--- src/rtl/tx_frame_pkg.sv ---
package tx_frame_pkg;

    localparam int unsigned TXF_DEPTH = 32;
    localparam int unsigned TXF_CNT_W = 16;

    // one queue slot: data byte plus end-of-frame marker
    typedef struct packed {
        logic       eof;
        logic [7:0] data;
    } fifo_entry_t;

    typedef enum logic [1:0] {
        CMD_NONE  = 2'b00,
        CMD_LOAD  = 2'b01,
        CMD_PURGE = 2'b10,
        CMD_RSVD  = 2'b11
    } cmd_e;

    // decrement that holds at zero
    function automatic logic [TXF_CNT_W-1:0] dec_hold(input logic [TXF_CNT_W-1:0] v);
        return (v == '0) ? v : v - 1'b1;
    endfunction

endpackage

--- src/rtl/tx_byte_fifo.sv ---
module tx_byte_fifo
    import tx_frame_pkg::*;
#(
    parameter int unsigned DEPTH = TXF_DEPTH,
    localparam int unsigned AW    = $clog2(DEPTH),
    localparam int unsigned OCC_W = AW + 1
) (
    input  logic             clk,
    input  logic             rst,
    input  logic             purge,
    input  logic [1:0]       push_n,
    input  fifo_entry_t      push0,
    input  fifo_entry_t      push1,
    input  logic             pop,
    output fifo_entry_t      head,
    output logic             head_valid,
    output logic [OCC_W-1:0] free_slots
);

    fifo_entry_t      mem [DEPTH];
    logic [AW-1:0]    wr_ptr;
    logic [AW-1:0]    rd_ptr;
    logic [OCC_W-1:0] used;
    logic             do_pop;

    assign head_valid = (used != '0);
    assign do_pop     = pop && head_valid;
    assign head       = mem[rd_ptr];
    assign free_slots = OCC_W'(DEPTH) - used;

    always_ff @(posedge clk) begin
        if (rst || purge) begin
            wr_ptr <= '0;
            rd_ptr <= '0;
            used   <= '0;
            for (int i = 0; i < int'(DEPTH); i++) begin
                mem[i].eof <= 1'b0;
            end
        end else begin
            if (push_n != 2'd0) begin
                mem[wr_ptr] <= push0;
            end
            if (push_n == 2'd2) begin
                mem[wr_ptr + AW'(1)] <= push1;
            end
            wr_ptr <= wr_ptr + AW'(push_n);
            rd_ptr <= rd_ptr + AW'(do_pop);
            used   <= used + OCC_W'(push_n) - OCC_W'(do_pop);
        end
    end

endmodule

--- src/rtl/tx_len_tracker.sv ---
module tx_len_tracker
    import tx_frame_pkg::*;
#(
    parameter int unsigned CNT_W = TXF_CNT_W,
    parameter int unsigned OCC_W = 6
) (
    input  logic             clk,
    input  logic             rst,
    input  logic             wr_en,
    input  logic             wr_wide,
    input  logic [15:0]      wr_data,
    input  cmd_e             cmd,
    input  logic             cb_mode,
    input  logic             reload_we,
    input  logic [CNT_W-1:0] reload_val,
    input  logic [OCC_W-1:0] free_slots,
    output logic [1:0]       push_n,
    output fifo_entry_t      push0,
    output fifo_entry_t      push1,
    output logic [CNT_W-1:0] char_count,
    output logic             hdr_wait,
    output logic             overflow
);

    logic [CNT_W-1:0] cnt_q, cnt_d;
    logic [CNT_W-1:0] reload_q;
    logic             wait_q, wait_d;
    logic [1:0]       idx_q, idx_d;
    logic [7:0]       lo_q, lo_d;
    logic             ovf_q, ovf_set;
    logic [7:0]       wbyte [2];

    assign wbyte[0]   = wr_data[7:0];
    assign wbyte[1]   = wr_data[15:8];
    assign char_count = cnt_q;
    assign hdr_wait   = wait_q;
    assign overflow   = ovf_q;

    always_comb begin
        logic [1:0]       nb;
        logic [1:0]       take;
        logic [CNT_W-1:0] c1;
        cnt_d   = cnt_q;
        wait_d  = wait_q;
        idx_d   = idx_q;
        lo_d    = lo_q;
        push_n  = 2'd0;
        push0   = '0;
        push1   = '0;
        ovf_set = 1'b0;
        nb      = wr_wide ? 2'd2 : 2'd1;
        take    = (wr_wide && cnt_q != CNT_W'(1)) ? 2'd2 : 2'd1;
        c1      = dec_hold(cnt_q);
        if (cmd == CMD_LOAD || cmd == CMD_PURGE) begin
            if (cmd == CMD_LOAD) begin
                cnt_d = reload_q;
            end
            if (cb_mode) begin
                wait_d = 1'b1;
                idx_d  = 2'd0;
            end
        end else if (wr_en && wait_q) begin
            // header bytes: third is count low, fourth is count high
            for (int k = 0; k < 2; k++) begin
                if (k < int'(nb) && wait_d) begin
                    if (idx_d == 2'd2) begin
                        lo_d = wbyte[k];
                    end
                    if (idx_d == 2'd3) begin
                        cnt_d  = CNT_W'({wbyte[k], lo_d});
                        wait_d = 1'b0;
                    end
                    idx_d = idx_d + 2'd1;
                end
            end
        end else if (wr_en) begin
            if (free_slots >= OCC_W'(take)) begin
                push_n     = take;
                push0.data = wbyte[0];
                push0.eof  = (cnt_q == CNT_W'(1));
                if (take == 2'd2) begin
                    push1.data = wbyte[1];
                    push1.eof  = (c1 == CNT_W'(1));
                    cnt_d      = dec_hold(c1);
                end else begin
                    cnt_d = c1;
                end
                if (cb_mode && (push0.eof || push1.eof)) begin
                    wait_d = 1'b1;
                    idx_d  = 2'd0;
                end
            end else begin
                ovf_set = 1'b1;
            end
        end
    end

    always_ff @(posedge clk) begin
        if (rst) begin
            cnt_q    <= '0;
            reload_q <= '0;
            wait_q   <= 1'b0;
            idx_q    <= 2'd0;
            lo_q     <= 8'd0;
            ovf_q    <= 1'b0;
        end else begin
            cnt_q  <= cnt_d;
            wait_q <= wait_d;
            idx_q  <= idx_d;
            lo_q   <= lo_d;
            if (reload_we) begin
                reload_q <= reload_val;
            end
            if (cmd == CMD_PURGE) begin
                ovf_q <= 1'b0;
            end else if (ovf_set) begin
                ovf_q <= 1'b1;
            end
        end
    end

endmodule

--- src/rtl/tx_req_gen.sv ---
module tx_req_gen #(
    parameter int unsigned LVL_W = 5,
    localparam int unsigned OCC_W = LVL_W + 1
) (
    input  logic             clk,
    input  logic             rst,
    input  logic             level_we,
    input  logic [LVL_W-1:0] level_val,
    input  logic [OCC_W-1:0] free_slots,
    output logic             data_req
);

    logic [LVL_W-1:0] level_q;

    always_ff @(posedge clk) begin
        if (rst) begin
            level_q <= '0;
        end else if (level_we) begin
            level_q <= level_val;
        end
    end

    assign data_req = (free_slots > {1'b0, level_q});

endmodule

--- src/rtl/tx_frame_fifo.sv ---
module tx_frame_fifo
    import tx_frame_pkg::*;
#(
    parameter int unsigned DEPTH = TXF_DEPTH,
    parameter int unsigned CNT_W = TXF_CNT_W,
    localparam int unsigned LVL_W = $clog2(DEPTH),
    localparam int unsigned OCC_W = LVL_W + 1
) (
    input  logic             clk,
    input  logic             rst,
    input  logic             wr_en,
    input  logic             wr_wide,
    input  logic [15:0]      wr_data,
    input  logic [1:0]       cmd_op,
    input  logic             cb_mode,
    input  logic             reload_we,
    input  logic [CNT_W-1:0] reload_val,
    input  logic             level_we,
    input  logic [LVL_W-1:0] level_val,
    input  logic             pop,
    output logic             pop_valid,
    output logic [7:0]       pop_data,
    output logic             frame_end,
    output logic             data_req,
    output logic [OCC_W-1:0] empty_slots,
    output logic [CNT_W-1:0] char_count,
    output logic             overflow
);

    cmd_e        cmd;
    logic [1:0]  push_n;
    fifo_entry_t push0, push1, head;
    logic        hdr_wait;

    assign cmd = cmd_e'(cmd_op);

    tx_len_tracker #(.CNT_W(CNT_W), .OCC_W(OCC_W)) u_track (
        .clk        (clk),
        .rst        (rst),
        .wr_en      (wr_en),
        .wr_wide    (wr_wide),
        .wr_data    (wr_data),
        .cmd        (cmd),
        .cb_mode    (cb_mode),
        .reload_we  (reload_we),
        .reload_val (reload_val),
        .free_slots (empty_slots),
        .push_n     (push_n),
        .push0      (push0),
        .push1      (push1),
        .char_count (char_count),
        .hdr_wait   (hdr_wait),
        .overflow   (overflow)
    );

    tx_byte_fifo #(.DEPTH(DEPTH)) u_fifo (
        .clk        (clk),
        .rst        (rst),
        .purge      (cmd == CMD_PURGE),
        .push_n     (push_n),
        .push0      (push0),
        .push1      (push1),
        .pop        (pop),
        .head       (head),
        .head_valid (pop_valid),
        .free_slots (empty_slots)
    );

    tx_req_gen #(.LVL_W(LVL_W)) u_req (
        .clk        (clk),
        .rst        (rst),
        .level_we   (level_we),
        .level_val  (level_val),
        .free_slots (empty_slots),
        .data_req   (data_req)
    );

    assign pop_data  = head.data;
    assign frame_end = pop && pop_valid && head.eof;

endmodule

--- config.mk ---
export PLATFORM = sky130hd
export DESIGN_NAME = tx_frame_fifo
export DESIGN_NICKNAME = d
export VERILOG_FILES = /design/src/rtl/tx_frame_pkg.sv /design/src/rtl/tx_byte_fifo.sv /design/src/rtl/tx_len_tracker.sv /design/src/rtl/tx_req_gen.sv /design/src/rtl/tx_frame_fifo.sv
export SDC_FILE = /design/constraint.sdc
export NUM_CORES = 1
export LEC_CHECK = 0
export BUFFER_PORTS_ARGS = -buffer_cell sky130_fd_sc_hd__buf_2
export CELL_PAD_IN_SITES_DETAIL_PLACEMENT = 1
export CELL_PAD_IN_SITES_GLOBAL_PLACEMENT = 1
export CORE_UTILIZATION = 45
export CTS_CLUSTER_DIAMETER = 60
export DETAILED_ROUTE_END_ITERATION = 16
export PLACE_DENSITY_LB_ADDON = 0.1
export SYNTH_ARGS = -nofsm -noshare
export SYNTH_HDL_FRONTEND = slang
export SYNTH_HIERARCHICAL = 1
export SYNTH_SLANG_ARGS = --single-unit
--- constraint.sdc ---
create_clock -name clk -period 6.7 [get_ports clk]
set_input_delay 0.67 -clock clk [delete_from_list [all_inputs] [get_ports clk]]
set_output_delay 0.67 -clock clk [all_outputs]
set_load 0.01 [all_outputs]
# Word level (Yosys, flattened, before mapping)
# Memories as Yosys holds them, arrays and structs flattened. A register that Yosys moved wholly into a read port is not among the register bits.
# Index checks and enable logic that the tools add are counted.
[word_totals] ff_bits=65 ramBits=288 input_bits=47 output_inout_bits=34 memories=1
[classes] muxes=76 addsub=10 n_reduce_logical=23 magnitude_cmp=4 eq_ne=13 n_bitwise=1
[memory_table] memory="u_fifo.mem" depth=32 word_bits=9 read_ports=1 rd_clocked_by_memory_dff=1 write_ports=32 line_no="tx_byte_fifo.sv:20" source="fifo_entry_t mem [DEPTH];"
[op_table] operator="16-bit 2-to-1 mux" count=12
[op_table] operator="9-bit 2-to-1 mux" count=15
[op_table] operator="2-bit 2-to-1 mux" count=18
[op_table] operator="16-bit by 1-bit == test with 1-bit output, second input constant" count=2
[op_table] operator="16-bit zero test" count=2
[op_table] operator="8-bit 2-to-1 mux" count=4
[op_table] operator="16-bit by 1-bit subtractor with 16-bit output, second input constant" count=2
[op_table] operator="1-bit 2-to-1 mux" count=24
[op_table] operator="9-bit OR reduction" count=2
[op_table] operator="16-bit by 1-bit != test with 1-bit output, second input constant" count=1
[op_table] operator="5-bit 2-to-1 mux" count=3
[op_table] operator="2-bit == test, second input constant" count=7
[op_table] operator="3-bit nonzero test" count=3
[op_table] operator="1-bit logical AND" count=7
[op_table] operator="6-bit by 2-bit adder with 6-bit output" count=1
[op_table] operator="6-bit by 2-bit >= comparator with 1-bit output" count=1
[op_table] operator="6-bit by 5-bit greater-than comparator with 1-bit output" count=1
[op_table] operator="6-bit nonzero test" count=1
[op_table] operator="6-bit by 1-bit subtractor with 6-bit output" count=1
[op_table] operator="6-bit subtractor, first input constant" count=1
[op_table] operator="5-bit by 1-bit adder with 5-bit output" count=1
[op_table] operator="5-bit by 1-bit adder with 5-bit output, second input constant" count=1
[op_table] operator="5-bit by 2-bit adder with 5-bit output" count=1
[op_table] operator="2-bit by 1-bit adder with 2-bit output, second input constant" count=2
[op_table] operator="10 further kinds" count=14

# Longest topological paths before layout
# Gate-level depths: netlist of the first run.
[depth] word_depth=16 mapped_depth=18

# By module
# Netlist of the first run, hierarchy kept.
[modules_own_cells] module="tx_byte_fifo" seq_area_each_um2=8968.6 n_inst=1 area_each_um2=15866.5 cells_per_inst=1155
[modules_own_cells] module="tx_len_tracker" seq_area_each_um2=880.8 n_inst=1 area_each_um2=3968.8 cells_per_inst=546
[modules_own_cells] module="tx_req_gen" seq_area_each_um2=100.1 n_inst=1 area_each_um2=301.5 cells_per_inst=32
[modules_own_cells] module="tx_frame_fifo" seq_area_each_um2=0.0 n_inst=1 area_each_um2=12.5 cells_per_inst=2

# Least setup slack after synthesis of the first run
# No wires, ideal clock.
[synth_path] path_kind="flip-flop to flip-flop" from="reg u_track.cnt_q[1], in the netlist u_track/char_count[1]" to="mem u_fifo/mem[12][0] (netlist bit), enable pin" path_stages_with_launch=17 setup_slack_ns=2.016 setup_ns=0.370 synth_period_minus_slack_ns=4.684 arrival_time_ns=4.314 path_cell_list="dfxtp_1 -> inv_1 -> ha_1 -> nor4b_1 -> nand4_1 -> nand2_1 -> ha_1 -> or4_1 -> a211oi_1 -> nand2b_1 -> nor2_1 -> and2_1 -> or4b_4 -> or2_1 -> buf_2 -> mux2_4 -> nor2_1"
[synth_rtl] element="start, declared" line_no="tx_len_tracker.sv:25" source="logic [CNT_W-1:0] cnt_q, cnt_d;"
[synth_rtl] element="start signal, assigned" line_no="tx_len_tracker.sv:107" source="cnt_q <= cnt_d;"
[synth_rtl] element="end, declared" line_no="tx_byte_fifo.sv:20"

==> results of run 1 <==
worst max-delay path: stages (launching register included):
cell	delay, ps
dfxtp_1	420
nor4_1	640
nand4_1	300
nand2_1	400
ha_1	310
nand2b_1	150
a211oi_1	400
nand2b_1	300
nor2_1	70
buf_4	170
and2_1	250
or4_4	580
nor2_1	660
and3_1	530
or2_2	310
metrics by stage:
stage	power, uW	setup WS [ps]	area [sq um]	util	hold slack, ps
2_1_floorplan	3728	2016	20150	-	443.9
6_report	6753	888.3	22340	0.5053	326.6
5_1_grt	6996	551.8	22340	0.5053	328.5
3_5_place_dp	4293	965.6	20870	0.4718	473.3
4_1_cts	6769	950.2	22340	0.5053	311.8
3_3_place_gp	4262	1120	20870	0.4718	455.0
worst paths after layout:
kind / from / to / slack [ps] / depth (start not counted)
setup / recovery: u_track/char_count[9] / u_fifo/mem[15][6] / 890 / 14
hold / removal: reload_val[14] / u_track/reload_q[14] / 330 / 3
setup reg to reg: u_track/char_count[9] / u_fifo/mem[15][6] / 890 / 14
hold reg to reg: u_track/lo_q[6] / u_track/lo_q[6] / 490 / 2
registers in the layout, indices dropped and copies added, names as in the netlist:
register and count:
u_fifo/mem 288, u_track/char_count 16, u_track/reload_q 16, u_track/lo_q 8, u_fifo/used 6, u_fifo/rd_ptr 5, u_fifo/wr_ptr 5, u_req/level_q 5
u_track/idx_q 2, u_track/hdr_wait 1, u_track/overflow 1
cell families (layout without fill, tap and decap cells):
| group | Yosys count | count (layout) | synth area share |
|---|---|---|---|
| AOI/OAI and AO/OA | 526 | 526 | 0.2050 |
| and+or+nand+nor | 437 | 437 | 0.1191 |
| DFF | 353 | 353 | 0.4938 |
| buffers and inverters | 225 | 242 | 0.04626 |
| muxes | 138 | 138 | 0.1041 |
| adders and majority gates | 36 | 36 | 0.02310 |
| xor gates and xnor gates | 20 | 20 | 0.008694 |
cell type report:
class	count	share of cell area
clock inverters	26	0.01624
repair buffers	125	0.03304
multi-input cells	1157	0.4154
inverters	40	0.006720
well taps	592	0.03315
clock buffers	51	0.04995
flip-flops and latches	353	0.4455
layer usage:
metal / global-route usage / wire [um]
met5: 0 / 0
met4: 0.1234 / 2823
met3: 0.05477 / 5728
met2: 0.5038 / 33160
met1: 0.4286 / 29630
cells in the final DEF, fill, tap and decap left out, types with 35 or more instances in the layout:
cell type,instances
a22o_1,294
buf_4,45
or3_1,35
nand2_1,61
a21oi_1,49
mux2i_1,76
nor2_1,112
mux4_2,56
inv_1,38
buf_2,80
clkbuf_16,43
dfxtp_1,63
o21ai_0,40
edfxtp_1,288
where the power goes:
part,switching [uW],leakage (uW),internal (uW)
registers,117,0.00322,2410
clock network,971,0.000717,1500
logic,1090,0.00381,662
total,2170,0.00775,4580
==> metrics.md, run 1 <==
| Metric | Value |
|---|---|
| Top post-synthesis cells by count | 294 x a22o_1, 288 x edfxtp_1, 132 x clkbuf_1 |
| Area contributors post-synth | edfxtp_1 43%, a22o_1 13%, dfxtp_1 6.5% |
| Non-Filler Instances | 2344 |
| EDFF count, synth | 288 |
| Syn avg cell area | 11.61 sq um |
| CTS tree | yes |
| Seq/Total Area, Yosys | 0.4938 |
| Final hold vios | 0 |
| Clock Sinks | 353 |
| Die Width | 213.6 um |
| Clock Skew | 17.81 ps |
| Area leader, netlist | edfxtp_1 |
| Main synth FF type | edfxtp_1 |
| CTS hold repair buffers | 0 |
| Vias post-DR | 15740 |
| Nets | 1803 |
| Async SR Flop Fraction | 0 |
| Rows | 77 |
| Global placer's final weighted congestion | 0.9674 |
| Post-CTS sizing | 0 |
| Syn Nets | 1818 |
| Max-Cap Viols | 0 |
| Outcome | finished clean |
| Max VDD drop | 0.2767 mV |
| Area delta synth->final | 10.89% |
| HP Class | in -> reg |
| Final antenna-violating net count | 0 |
| Critical Path AT | 6090 ps |
| Setup repair bufs after CTS | 0 |
| Critical path fanouts, max | 11 |
| Top-count cell post-synth | a22o_1 |
| Yosys reg bits | 353 |
| Worst Max-Slew Pin Slew | 946.9 ps |
| Routed len/inst | 30.44 um |
| DRC | 0 |
| Final setup vio count | 0 |
| Fill cell count | 4530 |
| Final HPWL DP | 47100 um |
| Tcrit/Tclk final | 0.8674 |
| RSZ-0062 raised after global routing | false |
| Sequential cell area | 9955 sq um |
| Setup TNS | 0 ps |
| Vias in the first global route | 15740 |
| Pwr dens | 302.2 nW/um^2 |
| # diodes | 0 |
| CTS H-Tree Depth | 2 |
| Inst Count DP | 2267 |
| Crit Path Category | reg -> reg |
| Largest net degree at the start of global routing | 57 |
| I/O Pins | 81 |
| Cts bufs inserted | 43 |
| Wirelength, routed | 71350 um |
| Global-route wire length before repair | 104600 um |
| CP startpoint kind | register |
| Vias/cell | 6.714 |
| Total grt overflow | 0 |
| Synth Cell Area | 20150 sq um |
| Iteration count of the initial detailed-routing pass | 5 |
| CTS max path bufs | 3 |
| Post-route minimum period | 5812 ps |
| Cell variety after synth | 82 |
| Die Footprint | 45630 sq um |
| First-iteration detailed-routing DRC count | 1508 |
| CTS root buffer | clkbuf_16 |
| Syn Inst Count | 1735 |
| Initial antenna violation count | 0 |
| Core ar. | 44220 sq um |
| Area occupied by multi-input gates | 9281 sq um |
| Initial Util | 0.4556 |
| Worst EP required | 6970 ps |
| Post-synth top area share | 0.4292 |
| Fin. max-slew vios | 0 |
| Total track usage | 0.3157 |
| Layout cells sized above 1 | 0.1844 |
| Clock Pin Slew Worst Setup and Hold Paths | 60 ps |
| LEAKAGE | 0.007746 uW |
| Fmax | 172.1 MHz |
| Die Span Y | 213.6 um |
| Worst slew margin | 0.3687 |
| PortBufs | 80 |
| CP endpoint kind | register |
| YS warnings | 6 |
| Clock Latency Late Sink | 580 ps |
Power figures use the tool's default switching activity.
==> run 2: changes to the inputs <==
- CTS_BUF_LIST: unset -> sky130_fd_sc_hd__clkbuf_4 sky130_fd_sc_hd__clkbuf_8 sky130_fd_sc_hd__clkbuf_16
==> run 2 against run 1 <==
Against the previous run: count of clock-buffer cells in the layout did not move; utilization up 0.059 points; flip-flop and latch count did not move; worst hold slack got worse by 2.8 ps; worst setup slack about the same; design area is 0.12% higher; critical endpoint is now u_fifo/mem[26][5]; largest power group unchanged.
==> metrics.md, run 2 (synthesized netlist as in run 1, its figures left out) <==
| Metric | Value |
|---|---|
| CP startpoint kind | register |
| Die Width | 213.6 um (unchanged) |
| CTS root buffer | clkbuf_16 |
| Final setup vio count | 0 (unchanged) |
| Critical path, cell by cell | nor4_1 -> nand4_1 -> nand2_1 -> ha_1 -> nand2b_1 -> a211oi_1 -> nand2b_1 -> nor2_1 -> buf_4 -> and2_1 -> or4b_4 -> nor2_1 -> and3_1 -> or2_2 |
| CTS max path bufs | 3 (unchanged) |
| Worst EP required | 6970 ps (about the same) |
| Post-route minimum period | 5811 ps (-0.3470 ps) |
| Max FFs per register | 288 (unchanged) |
| # diodes | 0 (unchanged) |
| Outcome | finished clean |
| Critical path fanouts, max | 11 (unchanged) |
| Max-Cap Viols | 0 (unchanged) |
| Pwr dens | 303.1 nW/um^2 (+0.31%) |
| I/O Pins | 81 (unchanged) |
| HP Class | in -> reg |
| Most common cell after layout, fill and taps aside | a22o_1 |
| Vias in the first global route | 15750 (+0.032%) |
| Wirelength, routed | 71340 um (about the same) |
| Cts bufs inserted | 43 (unchanged) |
| Final hold vios | 0 (unchanged) |
| Total grt overflow | 0 (unchanged) |
| PortBufs | 80 (unchanged) |
| Global placer's final weighted congestion | 0.9674 (unchanged) |
| Layout cells sized above 1 | 0.1884 (+0.003995) |
| Crit Path Category | reg -> reg |
| CTS tree | yes |
| Final antenna-violating net count | 0 (unchanged) |
| CTS H-Tree Depth | 2 (unchanged) |
| Final core utilization | 0.5059 (+0.0005940) |
| CTS hold repair buffers | 0 (unchanged) |
| Worst Max-Slew Pin Slew | 940.8 ps (-6.058 ps) |
| Routed len/inst | 30.43 um (about the same) |
| Area delta synth->final | 11.02% |
| Vias/cell | 6.690 (-0.36%) |
| Core ar. | 44220 sq um (unchanged) |
| LEAKAGE | 0.007769 uW (+0.31%) |
| Die Footprint | 45630 sq um (unchanged) |
| Vias post-DR | 15680 (-0.36%) |
| Initial antenna violation count | 0 (unchanged) |
| Iteration count of the initial detailed-routing pass | 5 (unchanged) |
| Clock Latency Late Sink | 580 ps (about the same) |
| Fin. max-slew vios | 0 (unchanged) |
| Largest net degree at the start of global routing | 57 (unchanged) |
| Fmax | 172.1 MHz (about the same) |
| CP endpoint kind | register |
| First-iteration detailed-routing DRC count | 1467 (-2.7%) |
| Buf+Inv Stages, Crit Path | 1 (unchanged) |
| RSZ-0062 raised after global routing | false |
| Clock Skew | 20.74 ps (+2.932 ps) |
| Commonest cells after routing, fill and taps aside | 294 x a22o_1, 288 x edfxtp_1, 112 x nor2_1 |
| Rows | 77 (unchanged) |
| Tcrit/Tclk final | 0.8674 (about the same) |
| Worst slew margin | 0.3728 (+0.004038) |
| Fill cell count | 4528 (-0.044%) |
| Final HPWL DP | 47100 um (unchanged) |
| Slowest cell delay on critical path | 650 ps (about the same) |
| Nets | 1803 (unchanged) |
| Setup repair bufs after CTS | 0 (unchanged) |
| Die Span Y | 213.6 um (unchanged) |
| Initial Util | 0.4556 (unchanged) |
| Largest register by flop count | u_fifo/mem |
| Clock Sinks | 353 (unchanged) |
| Worst path top cell family by delay | simple AND/OR/NAND/NOR gates |
| Setup TNS | 0 ps (unchanged) |
| Total track usage | 0.3157 (about the same) |
| Max VDD drop | 0.2768 mV (about the same) |
| Global-route wire length before repair | 104600 um (unchanged) |
| Cell type of the slowest stage on the worst timing path | nor4_1 |
| DRC | 0 (unchanged) |
| Critical Path AT | 6080 ps (about the same) |
| Clock Pin Slew Worst Setup and Hold Paths | 60 ps (about the same) |
| Post-CTS sizing | 0 (unchanged) |
==> run 2: worst min-delay path: cells and delay by family <==
kind | cells | cell delay (ps)
buffers and inverters | 1 | 70
muxes | 1 | 50
and+or+nand+nor | 1 | 70
==> run 2: worst paths after layout <==
kind | startpoint | endpoint | slack (ps) | depth (start not counted)
worst min register to register | u_track/lo_q[1] | u_track/lo_q[1] | 490 | 2
worst min-delay path | reload_val[14] | u_track/reload_q[14] | 320 | 3
worst max register to register | u_track/char_count[9] | u_fifo/mem[26][5] | 890 | 14
worst max-delay path | u_track/char_count[9] | u_fifo/mem[26][5] | 890 | 14
==> run 2: power breakdown <==
group          switching, uW  total, uW  internal, uW  leakage (uW)
registers                117       2530          2410       0.00322
logic                   1080       1750           662       0.00381
clock network            973       2510          1530      0.000741
==> run 2: metrics by stage <==
stage | setup slack, ps | power, uW | std cells | hold slack (ps) | area [sq um]
2_1_floorplan | 2016 | 3728 | 1735 | 443.9 | 20150
3_3_place_gp | 1120 | 4262 | 2267 | 455.0 | 20870
3_5_place_dp | 965.6 | 4293 | 2267 | 473.3 | 20870
4_1_cts | 950.2 | 6797 | 2344 | 311.8 | 22370
5_1_grt | 551.8 | 7025 | 2344 | 328.5 | 22370
6_report | 888.6 | 6781 | 2344 | 323.8 | 22370
==> run 2: layout make-up <==
cell class	instances	area, sq um	area share
Sequential cell	353	9955	0.4450
Multi-Input combinational cell	1157	9281	0.4149
Clock buffer	51	1142	0.05107
Tap cell	592	740.7	0.03311
Timing Repair Buffer	125	738.2	0.03300
Clock inverter	26	362.8	0.01622
Inverter	40	150.1	0.006712
==> run 2: per-layer routing <==
metal | up-vias | global-route usage | wire [um]
li1 | 6793 | - | -
met1 | 7975 | 0.4288 | 29450
met2 | 756 | 0.5037 | 33240
met3 | 157 | 0.05477 | 5943
met4 | 0 | 0.1234 | 2693
met5 | - | 0 | 0
==> run 3: changes to the inputs <==
- CORE_ASPECT_RATIO: unset -> 1.5
- CORE_MARGIN: unset -> 4
==> run 3 against run 2 <==
Against the previous run: first-iteration DRC count shrank 10%; flip-flop and latch count stayed put; wire length is 2.6% higher; critical path depth shrank 1; global-route usage decreased by 1.9 points; die area grew 5.8%; count of clock-buffer cells in the layout shrank 3; via count is 0.59% lower; clock skew grew 3.0 ps; critical path type unchanged; largest cell class unchanged.
==> metrics.md, run 3 (synthesized netlist as in run 1, its figures left out) <==
| Metric | Value |
|---|---|
| Clock Latency Late Sink | 550 ps (-30 ps) |
| Area delta synth->final | 10.12% |
| Core ar. | 44100 sq um (-0.26%) |
| Final hold vios | 0 (unchanged) |
| # diodes | 0 (unchanged) |
| R2R cell count | 13 (-1) |
| Clock Sinks | 353 (unchanged) |
| CTS max path bufs | 3 (unchanged) |
| Reg2reg start | u_track/char_count[7] |
| First-iteration detailed-routing DRC count | 1319 (-10%) |
| Crit Path Category | reg -> reg |
| WL met3 | 4066 um (-32%) |
| PortBufs | 80 (unchanged) |
| Initial antenna violation count | 0 (unchanged) |
| CTS tree | yes |
| Worst path top cell family by delay | simple AND/OR/NAND/NOR gates |
| Worst hold stages | 3 (unchanged) |
| HP Class | in -> reg |
| Tcrit/Tclk final | 0.8606 (-0.006779) |
| Vias post-DR | 15590 (-0.59%) |
| LEAKAGE | 0.007720 uW (-0.64%) |
| Total grt overflow | 0 (unchanged) |
| Layout cells sized above 1 | 0.1899 (+0.001496) |
| Worst Hold Launch | reload_val[6] |
| Met1 Routed Length | 24820 um (-16%) |
| Worst slew margin | 0.2757 (-0.09708) |
| CP startpoint kind | register |
| Outcome | finished clean |
| CTS hold repair buffers | 0 (unchanged) |
| Setup TNS | 0 ps (unchanged) |
| Setup repair bufs after CTS | 0 (unchanged) |
| Rows | 94 (+22%) |
| Fin. max-slew vios | 0 (unchanged) |
| Die Width | 180.8 um (-15%) |
| Worst EP required | 6930 ps (-40 ps) |
| Max VDD drop | 0.2136 mV (-23%) |
| Critical Path AT | 6000 ps (-80 ps) |
| Reg2Reg Setup Slack | 930 ps (+50 ps) |
| Most common cell after layout, fill and taps aside | a22o_1 |
| RSZ-0062 raised after global routing | false |
| DRC | 0 (unchanged) |
| I/O Pins | 81 (unchanged) |
| Vias in the first global route | 16430 (+4.3%) |
| Cell type of the slowest stage on the worst timing path | nor2_1 |
| Cts bufs inserted | 36 (-16%) |
| Nets | 1809 (+0.33%) |
| Final antenna-violating net count | 0 (unchanged) |
| Largest net degree at the start of global routing | 47 (-18%) |
| Largest register by flop count | u_fifo/mem |
| Initial Util | 0.4569 (+0.001202) |
| Critical path, cell by cell | nor4_1 -> nand4_1 -> nand2_1 -> ha_1 -> nand2b_1 -> a211oi_1 -> nand2b_1 -> nor2_1 -> and2_1 -> or4b_4 -> nor2_1 -> and3_1 -> or2_2 |
| Fin Hold WS | 368.8 ps (+44.92 ps) |
| Post-route minimum period | 5766 ps (-45.42 ps) |
| Wirelength, routed | 73170 um (+2.6%) |
| Worst Max-Slew Pin Slew | 1080 ps (+139.1 ps) |
| Dpl cell area | 20940 sq um (+0.36%) |
| Clock Skew | 23.72 ps (+2.975 ps) |
| Total track usage | 0.2963 (-0.01944) |
| Clock Pin Slew Worst Setup and Hold Paths | 70 ps (about the same) |
| Met2 wire length | 39310 um (+18%) |
| Reg-to-Reg End | u_fifo/mem[14][7] |
| Final setup vio count | 0 (unchanged) |
| Worst Hold End | u_track/reload_q[6] |
| Vias/cell | 6.691 (about the same) |
| Iteration count of the initial detailed-routing pass | 8 (+3) |
| Top layer in use | met4 |
| Max-Cap Viols | 0 (unchanged) |
| Max FFs per register | 288 (unchanged) |
| CTS H-Tree Depth | 2 (unchanged) |
| Slowest cell delay on critical path | 720 ps (+70 ps) |
| Global-route wire length before repair | 107600 um (+2.9%) |
| Pwr dens | 289.9 nW/um^2 (-4.4%) |
| Buf+Inv Stages, Crit Path | 0 (-1) |
| Final instance area | 22190 sq um (-0.82%) |
| Commonest cells after routing, fill and taps aside | 294 x a22o_1, 288 x edfxtp_1, 112 x nor2_1 |
| Post-CTS sizing | 0 (unchanged) |
| Fmax | 173.4 MHz (+0.79%) |
| CTS root buffer | clkbuf_16 |
| Global placer's final weighted congestion | 0.9864 (+2.0%) |
| Die Span Y | 267.2 um (+25%) |
| CP endpoint kind | register |
| Routed len/inst | 31.40 um (+3.2%) |
| Critical path fanouts, max | 12 (+1) |
| Final HPWL DP | 50940 um (+8.1%) |
| Die Footprint | 48300 sq um (+5.8%) |
-- run 3: worst min-delay path, stage by stage --
cell	delay, ps
buf_2	70
mux2i_1	50
nor2_1	70
-- run 3: power breakdown --
group	internal (uW)	switching [uW]	leakage, uW	total (uW)
clock network	1260	873	0.000623	2130
logic	661	1090	0.00388	1750
registers	2410	143	0.00322	2550
-- run 3: how the worst max path moves through the flow --
| stage | start | to | depth (start not counted) |
|---|---|---|---|
| detailed placement | u_track/char_count[7] | u_fifo/mem[14][6] | 13 |
| floorplan | u_track/char_count[1] | u_fifo/mem[12][0] | 16 |
| global route | u_track/char_count[6] | u_fifo/mem[14][5] | 13 |
| CTS | u_track/char_count[7] | u_fifo/mem[14][1] | 13 |
| global placement | u_track/char_count[6] | u_fifo/mem[14][2] | 13 |
| finish | u_track/char_count[7] | u_fifo/mem[14][7] | 13 |
-- run 3: area by class of cell --
cell class / instances / area [sq um]
fill: 4592 / 21920
sequential: 353 / 9955
multi-input combinational: 1157 / 9279
clock buffer: 48 / 1040
timing repair buffer: 138 / 835.8
tap: 576 / 720.7
clock inverter: 18 / 207.7
inverter: 40 / 150.1
-- run 3: stage by stage --
step                      setup WS, ps    util  power (uW)  instances
after global routing             534.7  0.5031        6700       2330
after detailed placement         979.7  0.4748        4330       2264
after floorplan                   2016       -        3728       1735
after CTS                        956.6  0.5031        6454       2330
after global placement            1188  0.4748        4293       2264
final                            934.1  0.5031        6433       2330
-- run 3: metal layers --
layer,global-route usage,up-vias
met3,0.03668,226
met2,0.5586,689
met4,0.1744,0
met1,0.3155,7876
li1,-,6798
met5,0,-
